==> src/rtl/seqmul_pkg.sv <==
package seqmul_pkg;

    typedef enum logic {
        PH_IDLE = 1'b0,
        PH_RUN  = 1'b1
    } phase_e;

    typedef struct packed {
        logic load;   // accept operands this edge
        logic step;   // perform one add/shift this edge
        logic last;   // this step is the final one
    } seq_ctl_t;

    function automatic int unsigned cnt_bits(input int unsigned n);
        return (n < 2) ? 1 : $clog2(n);
    endfunction

endpackage

==> src/rtl/mul_ctrl.sv <==
module mul_ctrl
    import seqmul_pkg::*;
#(
    parameter int unsigned ITER = 32
) (
    input  logic     clk,
    input  logic     rst,
    input  logic     start_i,
    output seq_ctl_t ctl_o,
    output logic     busy_o,
    output logic     done_o
);
    localparam int unsigned CW = cnt_bits(ITER);
    localparam logic [CW-1:0] LAST_IDX = CW'(ITER - 1);

    phase_e        phase_q;
    logic [CW-1:0] cnt_q;
    logic          done_q;

    always_comb begin
        ctl_o.load = (phase_q == PH_IDLE) && start_i;
        ctl_o.step = (phase_q == PH_RUN);
        ctl_o.last = ctl_o.step && (cnt_q == LAST_IDX);
    end

    always_ff @(posedge clk) begin
        if (rst) begin
            phase_q <= PH_IDLE;
            cnt_q   <= '0;
            done_q  <= 1'b0;
        end else begin
            done_q <= ctl_o.last;
            if (ctl_o.load) begin
                phase_q <= PH_RUN;
                cnt_q   <= '0;
            end else if (ctl_o.step) begin
                if (ctl_o.last) begin
                    phase_q <= PH_IDLE;
                    cnt_q   <= '0;
                end else begin
                    cnt_q <= cnt_q + 1'b1;
                end
            end
        end
    end

    assign busy_o = (phase_q == PH_RUN);
    assign done_o = done_q;

endmodule

==> src/rtl/mul_step.sv <==
module mul_step #(
    parameter int unsigned W = 32
) (
    input  logic [2*W-1:0] prod_i,
    input  logic [W-1:0]   mcand_i,
    output logic [2*W-1:0] prod_o
);
    logic [W-1:0] addend;
    logic [W:0]   sum;

    always_comb begin
        addend = prod_i[0] ? mcand_i : '0;
        sum    = {1'b0, prod_i[2*W-1:W]} + {1'b0, addend};
        // carry lands in the top bit, low half drops its tested bit
        prod_o = {sum, prod_i[W-1:1]};
    end

endmodule

==> src/rtl/seqmul_top.sv <==
module seqmul_top
    import seqmul_pkg::*;
#(
    parameter int unsigned W = 32
) (
    input  logic           clk,
    input  logic           rst,
    input  logic           start_i,
    input  logic [W-1:0]   mcand_i,
    input  logic [W-1:0]   mplier_i,
    output logic           busy_o,
    output logic           done_o,
    output logic [2*W-1:0] product_o
);
    localparam int unsigned PW = 2 * W;

    seq_ctl_t       ctl;
    logic [W-1:0]   mcand_q;
    logic [PW-1:0]  prod_q;
    logic [PW-1:0]  prod_next;

    mul_ctrl #(.ITER(W)) ctrl_i (
        .clk     (clk),
        .rst     (rst),
        .start_i (start_i),
        .ctl_o   (ctl),
        .busy_o  (busy_o),
        .done_o  (done_o)
    );

    mul_step #(.W(W)) step_i (
        .prod_i  (prod_q),
        .mcand_i (mcand_q),
        .prod_o  (prod_next)
    );

    always_ff @(posedge clk) begin
        if (rst) begin
            mcand_q <= '0;
            prod_q  <= '0;
        end else if (ctl.load) begin
            mcand_q <= mcand_i;
            prod_q  <= {{W{1'b0}}, mplier_i};
        end else if (ctl.step) begin
            prod_q <= prod_next;
        end
    end

    assign product_o = prod_q;

endmodule

==> config.mk <==
export PLATFORM = sky130hd
export DESIGN_NAME = seqmul_top
export DESIGN_NICKNAME = d
export VERILOG_FILES = /design/src/rtl/seqmul_pkg.sv /design/src/rtl/mul_ctrl.sv /design/src/rtl/mul_step.sv /design/src/rtl/seqmul_top.sv
export SDC_FILE = /design/constraint.sdc
export NUM_CORES = 1
export LEC_CHECK = 0
export ABC_AREA = 1
export BUFFER_PORTS_ARGS = -buffer_cell sky130_fd_sc_hd__buf_2
export CAP_MARGIN = 10
export CORE_AREA = 8 8 178 180
export DETAILED_ROUTE_END_ITERATION = 6
export DIE_AREA = 0 0 186 188
export GPL_ROUTABILITY_DRIVEN = 1
export HOLD_SLACK_MARGIN = 0.02
export SLEW_MARGIN = 0
export SYNTH_ARGS = -nofsm -noshare
export SYNTH_HDL_FRONTEND = slang
export SYNTH_HIERARCHICAL = 1
export SYNTH_SLANG_ARGS = --single-unit
==> constraint.sdc <==
create_clock -name clk -period 2.1 [get_ports clk]
set_clock_uncertainty 0.15 [all_clocks]
set_input_delay 0.105 -clock clk [delete_from_list [all_inputs] [get_ports clk]]
set_output_delay 0.105 -clock clk [all_outputs]
set_load 0.01 [all_outputs]
==> results of run 1 <==
==> cell type report <==
type                    instances  area, um^2
inverters                     222         842
clock inverters                 7        86.3
fillers                      3081       18800
clock buffers                   9         225
repair buffers                272        1970
flip-flops and latches        103        2070
multi-input cells             805        4570
diodes                          2        5.00
well taps                     390         488
==> worst max-delay path, cell delays in order (launching register included) <==
cell and delay, ps:
dfxtp_4 390, buf_12 150, nand2_4 70, inv_4 30, ha_4 150, fa_2 380
buf_6 140, nand3_1 130, nand3_4 120, nand2_1 110, nand4_1 90, nand2_1 90
nand2_1 70, a21oi_1 170
==> layer usage <==
layer | GRT usage | part of all wire
met1 | 0.165 | 0.44
met2 | 0.232 | 0.48
met3 | 0.0331 | 0.063
met4 | 0.0473 | 0.019
met5 | 0 | 0
==> path summary, 6_finish.rpt <==
kind / depth (start not counted) / slack [ps] / end
worst min register to register: 2 / 320 / mcand_q[27]
worst max register to register: 13 / -190 / product_o[57]
worst min-delay path: 2 / 320 / mcand_q[27]
worst max-delay path: 13 / -190 / product_o[57]
==> where the power goes <==
| part | switching (mW) | total, mW | internal [mW] |
|---|---|---|---|
| logic | 0.559 | 1.01 | 0.451 |
| registers | 0.101 | 2.18 | 2.08 |
| clock network | 0.893 | 1.85 | 0.958 |
==> per-stage QoR <==
step	hold WS (ps)	instance area (um^2)
finish	318	10300
floorplan	24.1	7070
detailed placement	184	8280
CTS	320	9780
global route	351	10300
global placement	180	8280
==> sequential cells by signal, indices dropped and copies added (netlist names) <==
signal / count
ctrl_i/busy_o: 1
ctrl_i/cnt_q: 5
ctrl_i/done_o: 1
mcand_q: 32
product_o: 64
==> timing repair <==
action,in CTS,in global routing
cloned,0,2
pin swaps,21,55
setup endpoints to repair,25,29
buffers inserted,1,6
resized for setup,92,117
endpoints found under the hold margin,70,0
hold buffers,67,0
==> flow_summary.json, run 1 <==
{
  "clk_pin_slew_ps": 90,
  "totalPowerFinal_mw": 5.04,
  "critPathMaxFanout": 5,
  "wl_per_cell_um": 13.4,
  "r2r_start": "product_o[0]",
  "cts_tree": "built",
  "grt_pass1_vias": 7787,
  "wl_mm": 24.3,
  "num_vias": 7739,
  "grt-ovfl-total": 0,
  "syn2layout_area_growth_pct": 45.2,
  "die_h_um": 188,
  "gp_congestion": 0.933,
  "drive_gt1_frac": 0.295,
  "rows": 63,
  "setup_viol": 23,
  "finalCritPeriodShare": 1.09,
  "cts_buffer_depth": 2,
  "outcome": "finished, violations left",
  "period_needed_ps": 2290,
  "worstSkewPairLatency_ps": 370,
  "dp_slack_ps": -215,
  "setup_tns_ps": -1560,
  "rsz0062_at_grt": "yes",
  "die_w_um": 186,
  "leakage_nw": 5.61,
  "fin_util": 0.353,
  "setup_slack_ps": -188,
  "hpwl_mm": 17.3,
  "fmax_ghz": 0.437,
  "end_kind": "flop",
  "grt_max_degree": 35,
  "grt_usage": 0.137,
  "clock_sinks": 103,
  "cts_root_buf": "clkbuf_16",
  "p_per_area_nw_per_um2": 492,
  "worstSetupPathType": "reg2reg",
  "synth_nets": 1301,
  "cts_max_level": 3,
  "hold_viol": 0,
  "numPlacedInstances": 1717,
  "crit_arrival_ps": 2440,
  "maxCapViolCount": 0,
  "yosys_warnings": 6,
  "crit_start": "product_o[0]",
  "antenna_found_initial": 2,
  "ios": 133,
  "drc_errors": 0,
  "holdCritPathClass": "reg2reg",
  "final_common_cell": "nand2_1",
  "ir_drop_mv": 0.338,
  "cts_buffers": 9,
  "crit_required_ps": 2250,
  "start_kind": "flop",
  "syn_avg_cell_area_um2": 5.89,
  "nets": 1515,
  "synth_area_um2": 7060,
  "antenna_left": 0,
  "worstMarginPinSlew_ps": 759,
  "core_um2": 29000,
  "drtIter0Drc": 426,
  "grt_pass1_wl_mm": 38.6,
  "hp-start": "mcand_q[27]",
  "syn_inst": 1199,
  "fin_cells": 1810,
  "maxSlewHeadroom": 0.493,
  "numPortBuffers": 132,
  "fp.dieArea_um2": 35000,
  "drtPass1Iterations": 5,
  "vias_per_cell": 4.28,
  "final_cell_mix": "nand2_1 (343), inv_1 (191), nor2_1 (151), buf_2 (132), dfxtp_1 (101)",
  "slew_viol_final": 0,
  "violations": "negative setup slack",
  "floorplan.initialDensity": 0.243
}
Power figures use the tool's default switching activity.
==> run 2, diff against run 1 <==
--- a/config.mk
+++ b/config.mk
@@ -9,6 +9,7 @@
 export BUFFER_PORTS_ARGS = -buffer_cell sky130_fd_sc_hd__buf_2
 export CAP_MARGIN = 10
 export CORE_AREA = 8 8 178 180
+export CTS_BUF_LIST = sky130_fd_sc_hd__clkbuf_4 sky130_fd_sc_hd__clkbuf_8
 export DETAILED_ROUTE_END_ITERATION = 6
 export DIE_AREA = 0 0 186 188
 export GPL_ROUTABILITY_DRIVEN = 1
==> run 2 against run 1 <==
Compared with the run above:
- the flow still finishes with violations (negative setup slack)
- die area unchanged
- worst hold slack got worse by 6.4 ps
- critical path depth increased by 2
- register-to-register slack improved by 20 ps
- power down 8.6%
- first-iteration DRC count decreased by 4.5%
==> flow_summary.json, run 2 (synthesized netlist as in run 1, its figures left out) <==
{
  "worstSkewPairLatency_ps": 400,
  "multiInputGateArea_um2": 4530,
  "period_needed_ps": 2260,
  "worstMarginPinSlew_ps": 758,
  "grt_pass1_wl_mm": 38.7,
  "p_per_area_nw_per_um2": 457,
  "fin_cells": 1809,
  "finalCritPeriodShare": 1.08,
  "ir_drop_mv": 0.315,
  "nets": 1514,
  "violations": "negative setup slack",
  "outcome": "finished, violations left",
  "fillers": 3124,
  "drive_gt1_frac": 0.286,
  "setup_viol": 21,
  "crit_required_ps": 2300,
  "end_kind": "flop",
  "numPortBuffers": 132,
  "numPlacedInstances": 1717,
  "r2r_cells": 15,
  "r2r_slack_ps": -160,
  "critPathMaxFanout": 9,
  "largest_reg_flops": 64,
  "syn2layout_area_growth_pct": 42.9,
  "dp_slack_ps": -215,
  "hpwl_mm": 17.3,
  "die_h_um": 188,
  "setup_tns_ps": -1630,
  "fmax_ghz": 0.442,
  "floorplan.initialDensity": 0.243,
  "holdWs_ps": 311,
  "hold_viol": 0,
  "r2r-end": "product_o[61]",
  "cts_max_level": 3,
  "rows": 63,
  "holdCritPathClass": "in2reg",
  "worstSetupPathType": "reg2reg",
  "regArea_um2": 2070,
  "crit_arrival_ps": 2460,
  "slew_viol_final": 0,
  "wl_mm": 24.2,
  "slowest_delay_ps": 400,
  "grt_pass1_vias": 7806,
  "maxCapViolCount": 0,
  "cts_tree": "built",
  "ios": 133,
  "fp.dieArea_um2": 35000,
  "cts_buffers": 9,
  "leakage_nw": 5.51,
  "totalPowerFinal_mw": 4.61,
  "drc_errors": 0,
  "grt_max_degree": 35,
  "drtIter0Drc": 407,
  "num_vias": 7757,
  "core_um2": 29000,
  "die_w_um": 186,
  "gp_congestion": 0.933,
  "final_cell_mix": "nand2_1 (347), inv_1 (199), nor2_1 (149), buf_2 (132), dfxtp_1 (101)",
  "antenna_left": 0,
  "r2r_start": "product_o[0]",
  "grt-ovfl-total": 0,
  "slowest_stage": "dfxtp_4",
  "start_kind": "flop",
  "crit_top_cell": "nand2_1",
  "rsz0062_at_grt": "yes",
  "cts_buffer_depth": 2,
  "whs_path_depth": 4,
  "fin_util": 0.348,
  "drtPass1Iterations": 6,
  "vias_per_cell": 4.29,
  "placed_area_um2": 8280,
  "hp-start": "mcand_i[23]",
  "cts_root_buf": "clkbuf_8",
  "wl_per_cell_um": 13.4,
  "fin_area_um2": 10100,
  "antenna_found_initial": 2,
  "setup_slack_ps": -164,
  "clock_sinks": 103,
  "whs_endpoint": "mcand_q[23]",
  "maxSlewHeadroom": 0.493,
  "path_cells": "clkbuf_16 > nand2_1 > inv_2 > ha_4 > nand2_4 > buf_4 > nor3_4 > nand2_2 > nand2_4 > nand2_4 > nand2_1 > nand2_1 > nand2_1 > nand2_1 > a21oi_2",
  "final_common_cell": "nand2_1",
  "clk_pin_slew_ps": 120,
  "grt_usage": 0.137
}
## run 2: changes by cell type in the layout (fill, tap and decap cells not counted), moves of 4 or more
cell and delta:
inv_1 +8, clkbuf_8 +9, inv_2 -7, nand2_1 +4
clkbuf_16 -9
## run 2: critical path, delay by kind of cell (launching register included)
kind	cells	cell delay, ps
buf+inv	3	370
compound gates	1	150
fa+ha+maj	1	290
simple gates	10	860
flops	1	400
## run 2: report_power, final
group          internal, mW  total [mW]  leakage, nW  switching, mW
clock network         0.582        1.42        0.105          0.841
registers              2.08        2.18        0.847          0.100
logic                 0.448        1.01         4.56          0.558
## run 2: worst max path at each step
stage                 start       endpoint  slack, ps  cells past startpoint
6_report       product_o[0]  product_o[61]       -160                     15
5_1_grt        product_o[0]  product_o[61]       -250                     15
4_1_cts        product_o[0]  product_o[51]       -140                     16
3_5_place_dp   product_o[0]  product_o[61]       -210                     15
3_3_place_gp   product_o[0]  product_o[61]       -190                     15
2_1_floorplan  product_o[0]  product_o[59]         40                     13
## run 2: routing by layer
metal | vias to the layer above | share of wire | GRT usage
li1 | 3969 | - | -
met1 | 3524 | 0.45 | 0.165
met2 | 236 | 0.47 | 0.233
met3 | 28 | 0.061 | 0.0319
met4 | 0 | 0.020 | 0.0467
met5 | - | 0 | 0
## run 2: final cells by class
class / instances / share of cell area
flip-flops and latches: 103 / 0.205
inverters: 222 / 0.0832
clock inverters: 7 / 0.00856
diodes: 2 / 0.000496
clock buffers: 9 / 0.0123
well taps: 390 / 0.0484
repair buffers: 271 / 0.193
multi-input cells: 805 / 0.449
## run 2: what timing repair did
action,in CTS,in global routing
pin swaps,25,45
hold endpoints to repair,70,0
buffers inserted,1,4
setup endpoints to repair,25,29
gates cloned,0,2
hold buffers,67,0
gates resized for setup,99,91
